--- config.mk ---
export PLATFORM = sky130hd
export DESIGN_NAME = tribus_core
export DESIGN_NICKNAME = d
export VERILOG_FILES = /design/src/rtl/tribus_pkg.sv /design/src/rtl/tribus_stepgen.sv /design/src/rtl/tribus_regfile.sv /design/src/rtl/tribus_alu.sv /design/src/rtl/tribus_core.sv
export SDC_FILE = /design/constraint.sdc
export NUM_CORES = 2
export LEC_CHECK = 0
export BUFFER_PORTS_ARGS = -buffer_cell sky130_fd_sc_hd__buf_2
export CAP_MARGIN = 15
export CORE_UTILIZATION = 40
export DETAILED_ROUTE_END_ITERATION = 10
export SKIP_LAST_GASP = 1
export SYNTH_ARGS = -nofsm -noshare
export SYNTH_HDL_FRONTEND = slang
export SYNTH_SLANG_ARGS = --single-unit
--- constraint.sdc ---
create_clock -name clk -period 7.2 [get_ports clk]
set_input_delay 1.44 -clock clk [delete_from_list [all_inputs] [get_ports clk]]
set_output_delay 1.44 -clock clk [all_outputs]
set_load 0.02 [all_outputs]
--- src/rtl/tribus_pkg.sv ---
package tribus_pkg;

  typedef enum logic [1:0] {
    ST_FETCH_A = 2'd0,
    ST_FETCH_B = 2'd1,
    ST_EXEC    = 2'd2
  } step_e;

  typedef enum logic [3:0] {
    OP_ADD = 4'd0,
    OP_SUB = 4'd1,
    OP_AND = 4'd2,
    OP_OR  = 4'd3,
    OP_NOT = 4'd4
  } op_e;

  localparam int OPC_W = 4;

endpackage

--- src/rtl/tribus_stepgen.sv ---
module tribus_stepgen
  import tribus_pkg::*;
(
  input  logic  clk,
  input  logic  rst,
  output step_e step
);

  step_e step_q;

  always_ff @(posedge clk) begin
    if (rst) begin
      step_q <= ST_FETCH_A;
    end else begin
      unique case (step_q)
        ST_FETCH_A: step_q <= ST_FETCH_B;
        ST_FETCH_B: step_q <= ST_EXEC;
        default:    step_q <= ST_FETCH_A;
      endcase
    end
  end

  assign step = step_q;

  // fixed three-step ring
  p_fetch_a_next_r2: assert property (@(posedge clk) disable iff (rst)
    (step_q == ST_FETCH_A) |=> (step_q == ST_FETCH_B));
  p_fetch_b_next_r2: assert property (@(posedge clk) disable iff (rst)
    (step_q == ST_FETCH_B) |=> (step_q == ST_EXEC));
  p_exec_next_r2: assert property (@(posedge clk) disable iff (rst)
    (step_q == ST_EXEC) |=> (step_q == ST_FETCH_A));

endmodule

--- src/rtl/tribus_regfile.sv ---
module tribus_regfile #(
  parameter int XLEN = 32,
  parameter int NREG = 32,
  localparam int AW = $clog2(NREG)
) (
  input  logic            clk,
  input  logic            rst,
  input  logic            we,
  input  logic [AW-1:0]   waddr,
  input  logic [XLEN-1:0] wdata,
  input  logic [AW-1:0]   raddr_a,
  output logic [XLEN-1:0] rdata_a,
  input  logic [AW-1:0]   raddr_b,
  output logic [XLEN-1:0] rdata_b
);

  logic [XLEN-1:0] regs_q [NREG];

  // Per-entry write logic; each entry clears on reset.
  for (genvar gi = 0; gi < NREG; gi++) begin : g_entry
    always_ff @(posedge clk) begin
      if (rst) begin
        regs_q[gi] <= '0;
      end else if (we && (waddr == AW'(gi))) begin
        regs_q[gi] <= wdata;
      end
    end
  end

  // Two asynchronous read ports: bus A and bus B.
  assign rdata_a = regs_q[raddr_a];
  assign rdata_b = regs_q[raddr_b];

endmodule

--- src/rtl/tribus_alu.sv ---
module tribus_alu
  import tribus_pkg::*;
#(
  parameter int XLEN = 32
) (
  input  logic [OPC_W-1:0] opc,
  input  logic [XLEN-1:0]  bus_a,
  input  logic [XLEN-1:0]  bus_b,
  output logic [XLEN-1:0]  bus_c,
  output logic             legal
);

  always_comb begin
    bus_c = '0;
    legal = 1'b1;
    unique case (opc)
      OP_ADD:  bus_c = bus_a + bus_b;
      OP_SUB:  bus_c = bus_a - bus_b;
      OP_AND:  bus_c = bus_a & bus_b;
      OP_OR:   bus_c = bus_a | bus_b;
      OP_NOT:  bus_c = ~bus_a;
      default: legal = 1'b0;
    endcase
  end

endmodule

--- src/rtl/tribus_core.sv ---
module tribus_core
  import tribus_pkg::*;
#(
  parameter int XLEN = 32,
  parameter int NREG = 32,
  localparam int AW = $clog2(NREG),
  localparam int PC_INC = XLEN / 8
) (
  input  logic            clk,
  input  logic            rst,
  output logic [XLEN-1:0] mem_addr,
  input  logic [XLEN-1:0] mem_rdata,
  output logic [1:0]      step_o,
  output logic [XLEN-1:0] pc_o,
  output logic [XLEN-1:0] ir_o,
  output logic            wb_valid_o,
  output logic [AW-1:0]   wb_idx_o,
  output logic [XLEN-1:0] wb_data_o
);

  localparam int RA_MSB = XLEN - OPC_W - 1;
  localparam int RB_MSB = RA_MSB - AW;
  localparam int RC_MSB = RB_MSB - AW;

  step_e           step;
  logic [XLEN-1:0] pc_q, mar_q, mbr_q, ir_q;
  logic [OPC_W-1:0] opc;
  logic [AW-1:0]   fld_ra, fld_rb, fld_rc;
  logic [XLEN-1:0] bus_a, bus_b, bus_c;
  logic            op_legal, rf_we;
  logic            wb_valid_q;
  logic [AW-1:0]   wb_idx_q;
  logic [XLEN-1:0] wb_data_q;

  tribus_stepgen u_step (
    .clk  (clk),
    .rst  (rst),
    .step (step)
  );

  // Instruction fields
  assign opc    = ir_q[XLEN-1 -: OPC_W];
  assign fld_ra = ir_q[RA_MSB -: AW];
  assign fld_rb = ir_q[RB_MSB -: AW];
  assign fld_rc = ir_q[RC_MSB -: AW];

  tribus_regfile #(.XLEN(XLEN), .NREG(NREG)) u_rf (
    .clk     (clk),
    .rst     (rst),
    .we      (rf_we),
    .waddr   (fld_ra),
    .wdata   (bus_c),
    .raddr_a (fld_rb),
    .rdata_a (bus_a),
    .raddr_b (fld_rc),
    .rdata_b (bus_b)
  );

  tribus_alu #(.XLEN(XLEN)) u_alu (
    .opc   (opc),
    .bus_a (bus_a),
    .bus_b (bus_b),
    .bus_c (bus_c),
    .legal (op_legal)
  );

  assign rf_we = (step == ST_EXEC) && op_legal;

  // Combinational memory path: the PC is presented during the first fetch step.
  assign mem_addr = (step == ST_FETCH_A) ? pc_q : mar_q;

  always_ff @(posedge clk) begin
    if (rst) begin
      pc_q  <= '0;
      mar_q <= '0;
      mbr_q <= '0;
      ir_q  <= '0;
    end else begin
      if (step == ST_FETCH_A) begin
        mar_q <= pc_q;
        mbr_q <= mem_rdata;
        pc_q  <= pc_q + XLEN'(PC_INC);
      end
      if (step == ST_FETCH_B) begin
        ir_q <= mbr_q;
      end
    end
  end

  // Registered write report
  always_ff @(posedge clk) begin
    if (rst) begin
      wb_valid_q <= 1'b0;
      wb_idx_q   <= '0;
      wb_data_q  <= '0;
    end else begin
      wb_valid_q <= rf_we;
      if (rf_we) begin
        wb_idx_q  <= fld_ra;
        wb_data_q <= bus_c;
      end
    end
  end

  assign step_o     = step;
  assign pc_o       = pc_q;
  assign ir_o       = ir_q;
  assign wb_valid_o = wb_valid_q;
  assign wb_idx_o   = wb_idx_q;
  assign wb_data_o  = wb_data_q;

  // PC moves only at the end of the first fetch step
  p_pc_advance_r3: assert property (@(posedge clk) disable iff (rst)
    (step == ST_FETCH_A) |=> (pc_q == $past(pc_q) + XLEN'(PC_INC)));
  p_pc_hold_r3: assert property (@(posedge clk) disable iff (rst)
    (step != ST_FETCH_A) |=> $stable(pc_q));
  // instruction register only loads in the second fetch step
  p_ir_hold_r4: assert property (@(posedge clk) disable iff (rst)
    (step != ST_FETCH_B) |=> $stable(ir_q));
  // write report only in the step after execute
  p_report_slot_r10: assert property (@(posedge clk) disable iff (rst)
    wb_valid_q |-> (step == ST_FETCH_A));
  // no report for an unknown opcode
  p_illegal_silent_r8: assert property (@(posedge clk) disable iff (rst)
    ((step == ST_EXEC) && (opc > OPC_W'(OP_NOT))) |=> !wb_valid_q);

endmodule

==> key figures <==
Routing
  – Drt pass-1 iters: 7
  – Residual DRC count: 0
  – Via/cell ratio: 6.48
  – Initial DRC count: between 7000 and 8000
  – Routed wire length per instance: approximately 34 um
  – Final WL: roughly 240000 um
  – DR vias: 45800
  – Detail Route Antenna Nets: 0

Logic synthesis
  – Ys Warns: 0
  – Async SR Flop Fraction: 0
  – Synth Area in Simple Gates: 0.116
  – Synth Cell Area: slightly above 60000 sq um
  – Top cells by area, synth: edfxtp_1 50%, mux4_2 18%, nor2_1 6.7%
  – Synthesized-area fraction occupied by adder cells: 0.00756
  – Largest family of logic cells by synthesized area: multiplexers
  – Compound-Gate Fraction of Synth Area: 0.0585
  – Seq cells post-synth: 1200
  – Cell count after synthesis: between 4000 and 5000
  – Synth cell types: 74
  – Top cell type by total area after synthesis: edfxtp_1
  – Top_reg_cell synth: edfxtp_1
  – Post-synthesis sequential area ratio: 0.554
  – Synth Area in XOR/XNOR: 0.0106
  – Mux cell area share after synthesis: 0.220
  – EDFF count, synth: approximately 1000
  – Synth Area per Inst: about 13 sq um
  – Top cell type's share of synthesized area: 0.497

Finish
  – Filler instances: between 10000 and 15000
  – Nets: 4998
  – Post-layout util: 0.461
  – Area of the multi-input gates: ~26000 sq um
  – Layout cell share with drive strength beyond 1: 0.258
  – Reg area: ~34000 sq um
  – Area growth from synthesis to layout: 14.0%

Floorplanning
  – Die Width: 395 um
  – IO Pins: between 150 and 200
  – Die Span Y: 395 um
  – FP Rows: around 140
  – Core area: ~150000 sq um
  – Die Area: roughly 160000 sq um
  – Initial Util: 0.405

Clock network
  – # resized after CTS: 0
  – # hold bufs at CTS: 0
  – Clock tree root driver cell: clkbuf_16
  – Reg clk slew, reported paths: approximately 0.06 ns
  – CTS tree: built
  – Post-CTS Setup Inserts: 0
  – Worst-Skew Late Latency: around 0.80 ns
  – CTS max path bufs: 3
  – H-tree depth: 4
  – CTS Buf Count: about 130
  – Sink Count: 1200

Global route
  – Vias in the first global route: around 44000
  – GRT Total Usage: 0.302
  – First-pass GRT wire length: approximately 330000 um
  – Largest net degree at the start of global routing: ~110
  – Remaining Overflow, GRT: 0
  – Initial antenna violation count: 11

Setup path
  – Crit path kind: reg2reg
  – Crit path to: u_rf.regs_q[24][30]
  – Worst setup SP type: flip-flop
  – Worst Path Max Fanout: 33
  – CP required: between 7 and 8 ns
  – R2r setup slk: about 0.28 ns
  – Critical Path AT: between 7 and 8 ns
  – Critical Path End Type: flip-flop
  – Reg-to-reg critical path endpoint: u_rf.regs_q[24][30]
  – FF-to-FF path depth: 23

STA
  – Final min period: a little under 7 ns
  – Final Slew Violations: 0
  – Fin. Hold Viols: 0
  – Final period utilization: 0.962
  – Hold Slack: around 0.44 ns
  – RSZ-0062 raised after global routing: no
  – Clock skew: around 0.034 ns
  – Final setup vio count: 0
  – Max Freq: around 140 MHz
  – Slew headroom: 0.221
  – Post-route setup TNS: 0 ns
  – Worst Max-Slew Pin Slew: 1.16 ns

Min path
  – Hold Crit Depth: 2
  – Worst min path class: reg2reg

Power
  – Peak VDD IR: roughly 240 uV
  – P_leak: 25.1 nW
  – Pwr/cell area: about 270 nW/um^2

Outcome
  – Outcome: complete, no violations

Placed design
  – RePlAce Congestion: 0.990
  – Post-DP HPWL: 142000 um
  – IO buf count: between 150 and 200

Flow run
  – Max Cap Viol: 0
[layout by cell type (no fill, tap or decap), drive strengths merged, types with 25 or more instances in the layout]
| cell | netlist | routed |
|---|---|---|
| a211oi | 39 | 39 |
| a21o | 55 | 55 |
| a21oi | 168 | 168 |
| a221oi | 39 | 39 |
| a22oi | 72 | 72 |
| buf | 123 | 425 |
| clkbuf | 335 | 182 |
| clkinv | 0 | 44 |
| dfxtp | 176 | 176 |
| edfxtp | 1024 | 1024 |
| ha | 35 | 35 |
| inv | 34 | 38 |
| mux2 | 38 | 38 |
| mux2i | 195 | 195 |
| mux4 | 496 | 496 |
| nand2 | 360 | 360 |
| nand3 | 69 | 69 |
| nor2 | 1137 | 1137 |
| nor3 | 26 | 26 |
| o21ai | 84 | 84 |
| o22ai | 25 | 25 |
| xnor2 | 26 | 26 |
| xor2 | 49 | 49 |
[cell usage after synthesis (all sizes together), types with 13 or more instances]
cell,number
o21ai,84
xnor2,26
o22ai,25
xor2,49
buf,123
dfxtp,176
nand2b,20
a22oi,72
nand4,18
a21o,55
edfxtp,1024
mux2,38
nor2,1137
ha,35
nand3,69
a211oi,39
a221oi,39
mux4,496
and3,13
inv,34
clkbuf,335
a21oi,168
nor3,26
nor2b,23
mux2i,195
or3,16
nand2,360
nor3b,13
[cell type report]
cell class              count  share of cell area
clock inverters            61             0.00841
clock buffers             181              0.0524
well taps                2030              0.0360
diodes                      2           0.0000710
flip-flops and latches   1200               0.487
inverters                  34             0.00181
repair buffers            426              0.0452
multi-input cells        3133               0.370
[metrics by stage]
stage,setup slack [ns],cells,cell area (sq um),power [mW]
floorplan,1.17,4825,61900,10.5
global placement,0.345,6820,66200,12.2
detailed placement,0.355,6820,66200,12.2
CTS,0.294,7062,70500,19.0
global route,0.0926,7065,70500,19.5
finish,0.276,7067,70500,19.0
[power breakdown]
part | switching (mW) | leakage, nW | internal, mW
registers | 0.176 | 12.0 | 7.78
logic | 2.89 | 11.0 | 1.30
clock network | 2.94 | 2.08 | 3.93
[critical path, stage by stage, from the launching register on]
cell      delay [ns]
dfxtp_4         0.64
and3b_1         0.56
a22o_1          0.38
a221oi_1        0.33
and3_1          0.38
nand3_1         0.17
or3_1           0.51
nor3_1          0.54
a21oi_1         0.17
xor2_1          0.18
ha_1            0.34
and4_1          0.21
buf_4           0.14
inv_1           0.04
o21ai_0         0.11
or4_1           0.42
o221ai_1        0.19
buf_4           0.17
o21ai_0         0.17
a31oi_1         0.24
nor4b_1         0.09
nor3_2          0.26
buf_12          0.23
nor2_1          0.08
[kinds of logic after synthesis]
family	Yosys count
XOR/XNOR	75
AND/OR/NAND/NOR	1736
adder cells (fa/ha/maj)	37
other	1
AO/OA/AOI/OAI	554
flip-flops	1200
multiplexers	729
buffers and inverters	492
[state kept, by name, indices dropped and copies added (netlist names), named ones only]
signal,count
wb_data_o,32
u_step.step,2
mar_q,32
mbr_q,32
wb_valid_o,1
u_rf.regs_q,1024
pc_o,30
wb_idx_o,5
ir_o,32
[metal layers]
layer  wire, um  vias to the layer above  global-route usage  part of all wire
met3      31200                      731              0.0849              0.13
li1           -                    18300                   -                 -
met1      87800                    23200               0.394              0.37
met4      13000                       12               0.148             0.054
met2     108000                     3548               0.463              0.45
met5         81                        -             0.00154           0.00034
[how the worst min path moves through the flow]
stage / startpoint / endpoint / slack [ns]
floorplan: mbr_q[0] / ir_o[0] / 0.43
global placement: mbr_q[9] / ir_o[9] / 0.44
detailed placement: wb_idx_o[1] / wb_idx_o[1] / 0.44
CTS: mbr_q[27] / ir_o[27] / 0.45
global route: mbr_q[20] / mbr_q[20] / 0.47
finish: mbr_q[27] / ir_o[27] / 0.44
Note: power is estimated with default switching activity, not from simulation.
